<file path="config.mk">
export PLATFORM = sky130hd
export DESIGN_NAME = gpio_irq_bank
export DESIGN_NICKNAME = d
export VERILOG_FILES = /design/src/rtl/gpio_irq_pkg.sv /design/src/rtl/gpio_sync.sv /design/src/rtl/gpio_line_sense.sv /design/src/rtl/gpio_regs.sv /design/src/rtl/gpio_irq_bank.sv
export SDC_FILE = /design/constraint.sdc
export NUM_CORES = 1
export LEC_CHECK = 0
export BUFFER_PORTS_ARGS = -buffer_cell sky130_fd_sc_hd__buf_2
export CORE_MARGIN = 2
export CORE_UTILIZATION = 40
export CTS_CLUSTER_DIAMETER = 120
export DETAILED_ROUTE_END_ITERATION = 6
export HOLD_SLACK_MARGIN = 0.15
export SYNTH_ARGS = -nofsm -noshare
export SYNTH_HDL_FRONTEND = slang
export SYNTH_SLANG_ARGS = --single-unit
</file>
<file path="constraint.sdc">
create_clock -name clk -period 4.8 [get_ports clk]
set_input_delay 0.96 -clock clk [delete_from_list [all_inputs] [get_ports clk]]
set_output_delay 0.96 -clock clk [all_outputs]
set_load 0.01 [all_outputs]
</file>
<file path="src/rtl/gpio_irq_pkg.sv">
package gpio_irq_pkg;

    localparam int unsigned REG_AW = 8;

    // Register byte offsets; software depends on these values.
    typedef enum logic [REG_AW-1:0] {
        OFS_MODE  = 8'h00,
        OFS_DIR   = 8'h04,
        OFS_DOUT  = 8'h08,
        OFS_DIN   = 8'h0C,
        OFS_STAT  = 8'h10,
        OFS_CLR   = 8'h14,
        OFS_MSK   = 8'h18,
        OFS_UNMSK = 8'h1C,
        OFS_POL   = 8'h20,
        OFS_EDGE  = 8'h24,
        OFS_BOTH  = 8'h4C
    } reg_ofs_e;

    // Per-line sensing configuration.
    typedef struct packed {
        logic irq_mode;   // line is an interrupt source
        logic low_act;    // active low level / falling edge
        logic edge_sel;   // 1 = edge, 0 = level
        logic dual_edge;  // any transition when edge_sel
    } sense_cfg_t;

    // Returns 1 when the line reports an event this cycle.
    function automatic logic sense_hit(sense_cfg_t c, logic cur, logic prv);
        logic rise;
        logic fall;
        rise = cur & ~prv;
        fall = ~cur & prv;
        if (!c.irq_mode)
            return 1'b0;
        if (!c.edge_sel)
            return cur ^ c.low_act;
        if (c.dual_edge)
            return rise | fall;
        return c.low_act ? fall : rise;
    endfunction

endpackage

</file>
<file path="src/rtl/gpio_sync.sv">
module gpio_sync #(
    parameter int unsigned W      = 32,
    parameter int unsigned STAGES = 2
) (
    input  logic         clk,
    input  logic         rst,
    input  logic [W-1:0] d,
    output logic [W-1:0] q
);

    logic [W-1:0] stg [STAGES];

    always_ff @(posedge clk) begin
        if (rst) begin
            for (int s = 0; s < int'(STAGES); s++)
                stg[s] <= '0;
        end else begin
            stg[0] <= d;
            for (int s = 1; s < int'(STAGES); s++)
                stg[s] <= stg[s-1];
        end
    end

    assign q = stg[STAGES-1];

endmodule

</file>
<file path="src/rtl/gpio_line_sense.sv">
module gpio_line_sense
    import gpio_irq_pkg::*;
(
    input  logic       clk,
    input  logic       rst,
    input  sense_cfg_t cfg,
    input  logic       smp,
    input  logic       clr,
    output logic       stat
);

    logic prv_q;
    logic hit;

    assign hit = sense_hit(cfg, smp, prv_q);

    always_ff @(posedge clk) begin
        if (rst) begin
            prv_q <= 1'b0;
            stat  <= 1'b0;
        end else begin
            prv_q <= smp;
            if (hit)
                stat <= 1'b1;      // set has priority over clear
            else if (clr)
                stat <= 1'b0;
        end
    end

endmodule

</file>
<file path="src/rtl/gpio_regs.sv">
module gpio_regs
    import gpio_irq_pkg::*;
#(
    parameter int unsigned LINES = 32,
    parameter int unsigned DW    = 32,
    parameter int unsigned AW    = REG_AW
) (
    input  logic             clk,
    input  logic             rst,
    input  logic             bus_valid,
    input  logic             bus_write,
    input  logic [AW-1:0]    bus_addr,
    input  logic [DW-1:0]    bus_wdata,
    output logic [DW-1:0]    bus_rdata,
    input  logic [LINES-1:0] status,
    input  logic [LINES-1:0] din_smp,
    output logic [LINES-1:0] mode_q,
    output logic [LINES-1:0] dir_q,
    output logic [LINES-1:0] dout_q,
    output logic [LINES-1:0] pol_q,
    output logic [LINES-1:0] edge_q,
    output logic [LINES-1:0] both_q,
    output logic [LINES-1:0] mask_q,
    output logic [LINES-1:0] clr_pulse,
    output logic [LINES-1:0] oe
);

    logic             wr;
    logic             rd;
    logic [LINES-1:0] wd;
    logic [LINES-1:0] rsel;

    function automatic logic at(reg_ofs_e o);
        return bus_addr == AW'(o);
    endfunction

    assign wr = bus_valid & bus_write;
    assign rd = bus_valid & ~bus_write;
    assign wd = LINES'(bus_wdata);
    assign oe = dir_q & ~mode_q;

    always_ff @(posedge clk) begin
        if (rst) begin
            mode_q <= '0;
            dir_q  <= '0;
            dout_q <= '0;
            pol_q  <= '0;
            edge_q <= '0;
            both_q <= '0;
            mask_q <= '0;
        end else if (wr) begin
            if (at(OFS_MODE))  mode_q <= wd;
            if (at(OFS_DIR))   dir_q  <= wd;
            if (at(OFS_DOUT))  dout_q <= wd;
            if (at(OFS_POL))   pol_q  <= wd;
            if (at(OFS_EDGE))  edge_q <= wd;
            if (at(OFS_BOTH))  both_q <= wd;
            if (at(OFS_MSK))   mask_q <= mask_q & wd;
            if (at(OFS_UNMSK)) mask_q <= mask_q | wd;
        end
    end

    assign clr_pulse = (wr && at(OFS_CLR)) ? wd : '0;

    always_comb begin
        rsel = '0;
        if (at(OFS_MODE))  rsel = mode_q;
        if (at(OFS_DIR))   rsel = dir_q;
        if (at(OFS_DOUT))  rsel = dout_q;
        if (at(OFS_DIN))   rsel = (dout_q & oe) | (din_smp & ~oe);
        if (at(OFS_STAT))  rsel = status;
        if (at(OFS_MSK))   rsel = mask_q;
        if (at(OFS_POL))   rsel = pol_q;
        if (at(OFS_EDGE))  rsel = edge_q;
        if (at(OFS_BOTH))  rsel = both_q;
    end

    assign bus_rdata = rd ? DW'(rsel) : '0;

endmodule

</file>
<file path="src/rtl/gpio_irq_bank.sv">
module gpio_irq_bank
    import gpio_irq_pkg::*;
#(
    parameter int unsigned LINES       = 32,
    parameter int unsigned DW          = 32,
    parameter int unsigned AW          = REG_AW,
    parameter int unsigned SYNC_STAGES = 2
) (
    input  logic             clk,
    input  logic             rst,
    input  logic             bus_valid,
    input  logic             bus_write,
    input  logic [AW-1:0]    bus_addr,
    input  logic [DW-1:0]    bus_wdata,
    output logic [DW-1:0]    bus_rdata,
    input  logic [LINES-1:0] pad_in,
    output logic [LINES-1:0] pad_out,
    output logic [LINES-1:0] pad_oe,
    output logic             irq_out
);

    logic [LINES-1:0] smp;
    logic [LINES-1:0] status_q;
    logic [LINES-1:0] mode_q;
    logic [LINES-1:0] dir_q;
    logic [LINES-1:0] dout_q;
    logic [LINES-1:0] pol_q;
    logic [LINES-1:0] edge_q;
    logic [LINES-1:0] both_q;
    logic [LINES-1:0] mask_q;
    logic [LINES-1:0] clr_pulse;
    logic [LINES-1:0] oe;

    gpio_sync #(
        .W      (LINES),
        .STAGES (SYNC_STAGES)
    ) u_sync (
        .clk (clk),
        .rst (rst),
        .d   (pad_in),
        .q   (smp)
    );

    gpio_regs #(
        .LINES (LINES),
        .DW    (DW),
        .AW    (AW)
    ) u_regs (
        .clk       (clk),
        .rst       (rst),
        .bus_valid (bus_valid),
        .bus_write (bus_write),
        .bus_addr  (bus_addr),
        .bus_wdata (bus_wdata),
        .bus_rdata (bus_rdata),
        .status    (status_q),
        .din_smp   (smp),
        .mode_q    (mode_q),
        .dir_q     (dir_q),
        .dout_q    (dout_q),
        .pol_q     (pol_q),
        .edge_q    (edge_q),
        .both_q    (both_q),
        .mask_q    (mask_q),
        .clr_pulse (clr_pulse),
        .oe        (oe)
    );

    for (genvar i = 0; i < int'(LINES); i++) begin : g_line
        sense_cfg_t cfg;
        assign cfg = '{irq_mode: mode_q[i], low_act: pol_q[i],
                       edge_sel: edge_q[i], dual_edge: both_q[i]};
        gpio_line_sense u_sense (
            .clk  (clk),
            .rst  (rst),
            .cfg  (cfg),
            .smp  (smp[i]),
            .clr  (clr_pulse[i]),
            .stat (status_q[i])
        );
    end

    assign pad_out = dout_q;
    assign pad_oe  = oe;
    assign irq_out = |(status_q & mask_q);

endmodule

</file>
==> metrics.txt, run 1 <==
Core Footprint ~42000 um2; Final Hold Fails 0; die area ~44000 um2; max-slew violation count 0; DRC errors left 0; slew margin rel. 0.181; crit end category output port; type of origin of the critical path primary input; H-tree levels 2; HP Class reg -> reg; Max Cap Viol 0; CTS clk-pin slew, worst paths roughly 0.050 ns; Post-synth EDFFs 0; Post-Syn Area per Cell slightly below 8 um2; yosys warns 0; layout cell share with drive strength beyond 1 0.149; hold_buf cts 0; synthesized net count around 2300; vias in the first global route 14800; DIE WIDTH about 210 um; Lkg Pwr around 7.0 nW; Final min period roughly 4.5 ns; area of the multi-input gates around 9100 um2; Port Buffers about 170; DP Wirelength ~40000 um; FF-to-FF path depth 7; # fillers about 4100; number of buffers created by CTS between 40 and 50; Setup TNS Final 0 ns; max frequency 0.224 GHz; Worst-Margin Slew about 1.2 ns; clock tree from TritonCTS built; Die H 211 um; Seq/Total Area, Yosys 0.412; DRT iter0 DRCs 1677; status completed; Final Skew between 0.007 and 0.008 ns; first-pass GRT wire length around 89000 um; setup violators final 0; Final Core Density 0.468; ANT nets after route 0; row cnt 75; maximum VDD drop 242 uV; ys async rst share 0; CP Data Arrival Time about 3.5 ns; clock buffer depth 3; synthesized area 17100 um2; Hold Path Cell Cnt 1; kind of critical path in -> out; drt first pass iters 7; ys flop type dfxtp_1; final worst-path cycle share 0.932; initial antenna violation count 5; via-per-instance ratio around 5.7; Register Area 7050 um2; final wirelength roughly 59000 um; Post-CTS Setup Bufs 0; clk sink count 352; flops & latches, synth roughly 350; Critical Path Fanout Max 21; Initial Util 0.407; final net count around 2400; pwr dens around 320 nW/um2; Clock Latency Late Sink between 0.5 and 0.6 ns; RSZ-0062 raised after global routing false; Final Wtd Congestion between 0.8 and 0.9; cells after synthesis around 2200; CP required 3.84 ns; GRT overflow 0; post-cts repair resize count 0; clk root buf clkbuf_16; drt wl/cell about 21 um; pin count of the biggest net entering global routing roughly 150; I/O Pins around 170; GRT Overall Usage 0.261; area grow syn2layout 15.1%; post-synthesis cell type count 56; vias ~16000
[per-stage QoR]
step / hold WS [ns] / cell area (um2) / setup WS (ns) / total power [mW] / std cells
2_1_floorplan: 0.414 / 17100 / 1.24 / 3.26 / 2155
3_3_place_gp: 0.420 / 18400 / 0.453 / 3.38 / 2746
3_5_place_dp: 0.422 / 18400 / 0.389 / 3.39 / 2746
4_1_cts: 0.435 / 19700 / 0.383 / 6.43 / 2815
5_1_grt: 0.445 / 19700 / 0.285 / 6.57 / 2818
6_report: 0.433 / 19700 / 0.329 / 6.37 / 2819
[Yosys cell counts, types with 5 or more instances]
master | n | area (um2)
nor3b_1 | 21 | 158
inv_1 | 72 | 270
buf_2 | 35 | 175
nand2b_1 | 14 | 87.6
ha_1 | 64 | 801
a21o_1 | 7 | 52.6
nor2_1 | 80 | 300
o32ai_1 | 20 | 175
o21ai_0 | 93 | 465
a21oi_1 | 266 | 1330
or3_1 | 10 | 62.6
mux2_2 | 33 | 372
a31oi_1 | 10 | 62.6
nand2_1 | 506 | 1900
mux2i_1 | 41 | 410
a221o_1 | 22 | 220
nand3_1 | 7 | 35.0
o31ai_1 | 20 | 150
a221oi_1 | 5 | 43.8
clkbuf_1 | 121 | 454
dfxtp_1 | 352 | 7050
nor3_2 | 6 | 60.1
o22ai_1 | 28 | 175
o211ai_1 | 33 | 248
buf_1 | 6 | 22.5
o21ai_1 | 12 | 60.1
xnor2_1 | 32 | 280
nor2b_1 | 103 | 644
nor3_1 | 25 | 125
a32oi_1 | 6 | 52.6
a22oi_1 | 64 | 480
[sequential cells by signal, summed over array words and instances, names as in the netlist]
register and count:
u_regs.edge_q 32, u_regs.mask_q 32, u_regs.both_q 32, g_line.u_sense.stat 32, u_regs.mode_q 32, u_regs.pol_q 32
g_line.u_sense.prv_q 32, u_regs.dir_q 32, u_regs.dout_q 32, u_sync.stg 64
[kinds of logic (layout without fill, tap and decap cells)]
logic type      count (synthesis)  after routing  share of synthesized area
simple gates                  793            793                      0.209
compound gates                597            597                      0.212
flops                         352            352                      0.412
buf+inv                       243            364                     0.0585
mux                            74             74                     0.0457
fa+ha+maj                      64             64                     0.0468
xor+xnor                       32             32                     0.0164
other cells                     0              4                          0
[worst max-delay path: stages]
cell     delay (ns)
buf_2          0.26
or4_1          0.76
nor2_4         0.58
buf_4          0.30
a221o_1        0.18
a21oi_1        0.05
o22ai_1        0.23
buf_2          0.17
[cell type report]
type / count / share of cell area
clock buffers: 58 / 0.0594
inverters: 73 / 0.0139
clock inverters: 11 / 0.00597
flip-flops and latches: 352 / 0.358
repair buffers: 222 / 0.0659
diodes: 4 / 0.000508
well taps: 539 / 0.0342
multi-input cells: 1560 / 0.462
[report_power, final]
part / total, mW / switching (mW) / internal [mW]
combinational: 0.349 / 0.230 / 0.119
clock: 3.04 / 1.24 / 1.80
sequential: 2.98 / 0.0241 / 2.96
[cell usage in the layout, fill, tap and decap left out, types with 8 or more instances in the layout]
master / count
a221o_1: 22
inv_1: 72
buf_2: 170
mux2_2: 33
nor2b_1: 103
o211ai_1: 33
o22ai_1: 28
nor3_1: 24
nand2b_1: 14
buf_4: 47
or3_1: 9
o21ai_1: 12
a31oi_1: 10
nor3b_1: 21
o31ai_1: 20
clkbuf_8: 8
dfxtp_1: 352
clkbuf_16: 41
ha_1: 64
nand2_1: 504
nor2_1: 77
a21oi_1: 266
o21ai_0: 93
a22oi_1: 64
xnor2_1: 32
clkbuf_1: 9
o32ai_1: 20
mux2i_1: 41
[routing by layer]
layer | global-route usage | wire length (um)
met2 | 0.414 | 26600
met3 | 0.0511 | 5270
met1 | 0.349 | 25400
met4 | 0.104 | 1960
met5 | 0 | 23
[worst paths after layout]
kind                                           endpoint  slack (ns)               from
worst max-delay path                      bus_rdata[13]        0.33        bus_addr[3]
worst min-delay path                  u_sync.stg[0][57]        0.43  u_sync.stg[0][25]
worst max register to register  g_line[10].u_sense.stat        3.11  u_sync.stg[0][42]
worst min register to register        u_sync.stg[0][57]        0.43  u_sync.stg[0][25]
Power figures use the tool's default switching activity.
==> inputs of run 2 (changes only) <==
==> constraint.sdc (replaced) <==
create_clock -name clk -period 4.8 [get_ports clk]
set_input_delay 0.24 -clock clk [delete_from_list [all_inputs] [get_ports clk]]
set_output_delay 0.24 -clock clk [all_outputs]
set_load 0.01 [all_outputs]
==> metrics.txt, run 2 (same netlist as run 1, synthesis figures left out) <==
Critical Path Fanout Max 21 (unchanged); die area 44400 um2 (unchanged); drt wl/cell 20.8 um (-0.87%); maximum VDD drop 278 uV (+15%); vias 16200 (+1.1%); kind of critical path in -> out; max reg flops 64 (unchanged); Seq pwr share 0.456 (-0.012); DRT iter0 DRCs 1691 (+0.83%); met1 Use GR 0.351 (+0.00241); CTS clk-pin slew, worst paths 0.05 ns (about the same); DIE WIDTH 211 um (unchanged); Die H 211 um (unchanged); Final Core Density 0.482 (+0.0132); internal power 4.97 mW (+1.9%); clock tree from TritonCTS built; initial antenna violation count 2 (-3); CP max stage delay 0.93 ns (+0.17 ns); Clock Latency Late Sink 0.57 ns (about the same); Final Wtd Congestion 0.887 (-1.3%); Power Total 6.53 mW (+2.5%); routing usage on met3 0.0448 (-0.00639); Initial Util 0.407 (unchanged); RSZ-0062 raised after global routing false; clk root buf clkbuf_16; ANT nets after route 0 (unchanged); CP max-delay cell nor3_4; DP Wirelength 38400 um (-1.8%); largest register by flop count u_sync.stg; worst-path cell chain buf_2 -> or4b_1 -> nor3_4 -> buf_4 -> a221o_1 -> a21oi_1 -> o22ai_1 -> buf_2; Net Sw Power 1.56 mW (+4.3%); final worst-path cycle share 0.716 (-0.215); Core Footprint 42000 um2 (unchanged); slew margin rel. 0.231 (+0.0495); Port Buffers 172 (unchanged); hold_buf cts 64 (+64); CP required 4.56 ns (+0.72 ns); row cnt 75 (unchanged); via-per-instance ratio 5.65 (-0.75%); HP Class in -> reg; CP bufs+invs 3 (unchanged); type of origin of the critical path primary input; final net count 2438 (+2.0%); pwr dens 322 nW/um2 (-0.31%); max frequency 0.291 GHz (+30%); final wirelength 59800 um (+0.96%); worst hold slack 0.169 ns (-0.264 ns); number of buffers created by CTS 41 (unchanged); first-pass GRT wire length 91200 um (+2.3%); CP Data Arrival Time 3.20 ns (-0.31 ns); switching share of power 0.239 (+0.00412); met2 Use GR 0.424 (+0.00967); post-cts repair resize count 0 (unchanged); Max Cap Viol 0 (unchanged); Logic pwr share 0.059 (+0.004); DRC errors left 0 (unchanged); vias in the first global route 15500 (+4.7%); I/O Pins 173 (unchanged); drt first pass iters 5 (-2); crit end category output port; Worst-Margin Slew 1.15 ns (-0.0730 ns); area grow syn2layout 18.4%; pin count of the biggest net entering global routing 159 (+7.4%); most frequent cells in the layout nand2_1 (504), dfxtp_1 (352), a21oi_1 (266), buf_2 (170), nor2b_1 (103); Setup TNS Final 0 ns (unchanged); Final Hold Fails 0 (unchanged); clock buffer depth 3 (unchanged); GRT overflow 0 (unchanged); setup violators final 0 (unchanged); status completed; most used cell, CP buf_2; Top Usage Layer GRT met2; Lkg Pwr 7.25 nW (+3.2%); GRT Overall Usage 0.265 (+0.00418); clk sink count 352 (unchanged); Post-CTS Setup Bufs 0 (unchanged); Final Skew 0.0193 ns (+0.0120 ns); max-slew violation count 0 (unchanged); delay-heaviest family, CP simple AND/OR/NAND/NOR gates; H-tree levels 2 (unchanged); commonest non-fill, non-tap cell in the layout nand2_1; clock group share of total power 0.484 (+0.007); layout cell share with drive strength beyond 1 0.141 (-0.00724); Final min period 3.44 ns (-1.03 ns)
run 2: cell count changes in the layout (fill, tap and decap cells not counted):
cell / change
buf_12: -3
buf_4: -13
bufinv_16: +1
clkbuf_1: -2
clkinv_2: +6
clkinv_8: +2
clkinvlp_4: -2
diode_2: -1
dlygate4sd3_1: +64
nor2_2: -1
nor2_4: +1
run 2: power groups by stage:
stage                     Combinational, mW  Clock, mW  Sequential, mW
after floorplan                       0.228          0            3.04
after global placement                0.334          0            3.04
after detailed placement              0.341          0            3.04
after CTS                             0.382       3.22            2.98
after global routing                  0.420       3.34            2.98
final                                 0.386       3.16            2.98
run 2: worst register-to-register path, stage by stage (launching register included):
cell	delay [ns]
dfxtp_1	0.52
inv_1	0.15
ha_1	0.21
mux2_2	0.26
o211ai_1	0.14
o21ai_0	0.10
a22oi_1	0.21
nor2_1	0.06
run 2: path summary, 6_finish.rpt:
kind | startpoint | to | slack (ns) | cells after the start
worst max-delay path | bus_addr[7] | bus_rdata[27] | 1.36 | 8
worst min-delay path | rst | u_sync.stg[0][11] | 0.17 | 2
worst max register to register | u_sync.stg[0][42] | g_line[10].u_sense.stat | 3.01 | 7
worst min register to register | u_sync.stg[0][0] | u_sync.stg[0][32] | 0.43 | 1
run 2: metrics by stage:
stage / setup WS (ns) / instances / cell area [um2]
6_report: 1.36 / 2871 / 20300
5_1_grt: 1.19 / 2870 / 20200
4_1_cts: 1.38 / 2868 / 20200
3_5_place_dp: 1.36 / 2730 / 18200
3_3_place_gp: 1.42 / 2730 / 18200
2_1_floorplan: 2.68 / 2155 / 17100
run 2: layout make-up:
| class | count | area (um2) |
|---|---|---|
| diodes | 3 | 7.51 |
| clock buffers | 56 | 1160 |
| clock inverters | 18 | 195 |
| fillers | 4044 | 21800 |
| inverters | 73 | 274 |
| multi-input cells | 1560 | 9110 |
| flip-flops and latches | 352 | 7050 |
| well taps | 539 | 674 |
| repair buffers | 270 | 1780 |
run 2: layer usage:
metal | wire (um) | vias to the layer above
met5 | 0 | -
met4 | 2340 | 0
met3 | 4510 | 137
met2 | 27100 | 655
met1 | 25900 | 7730
li1 | - | 7709
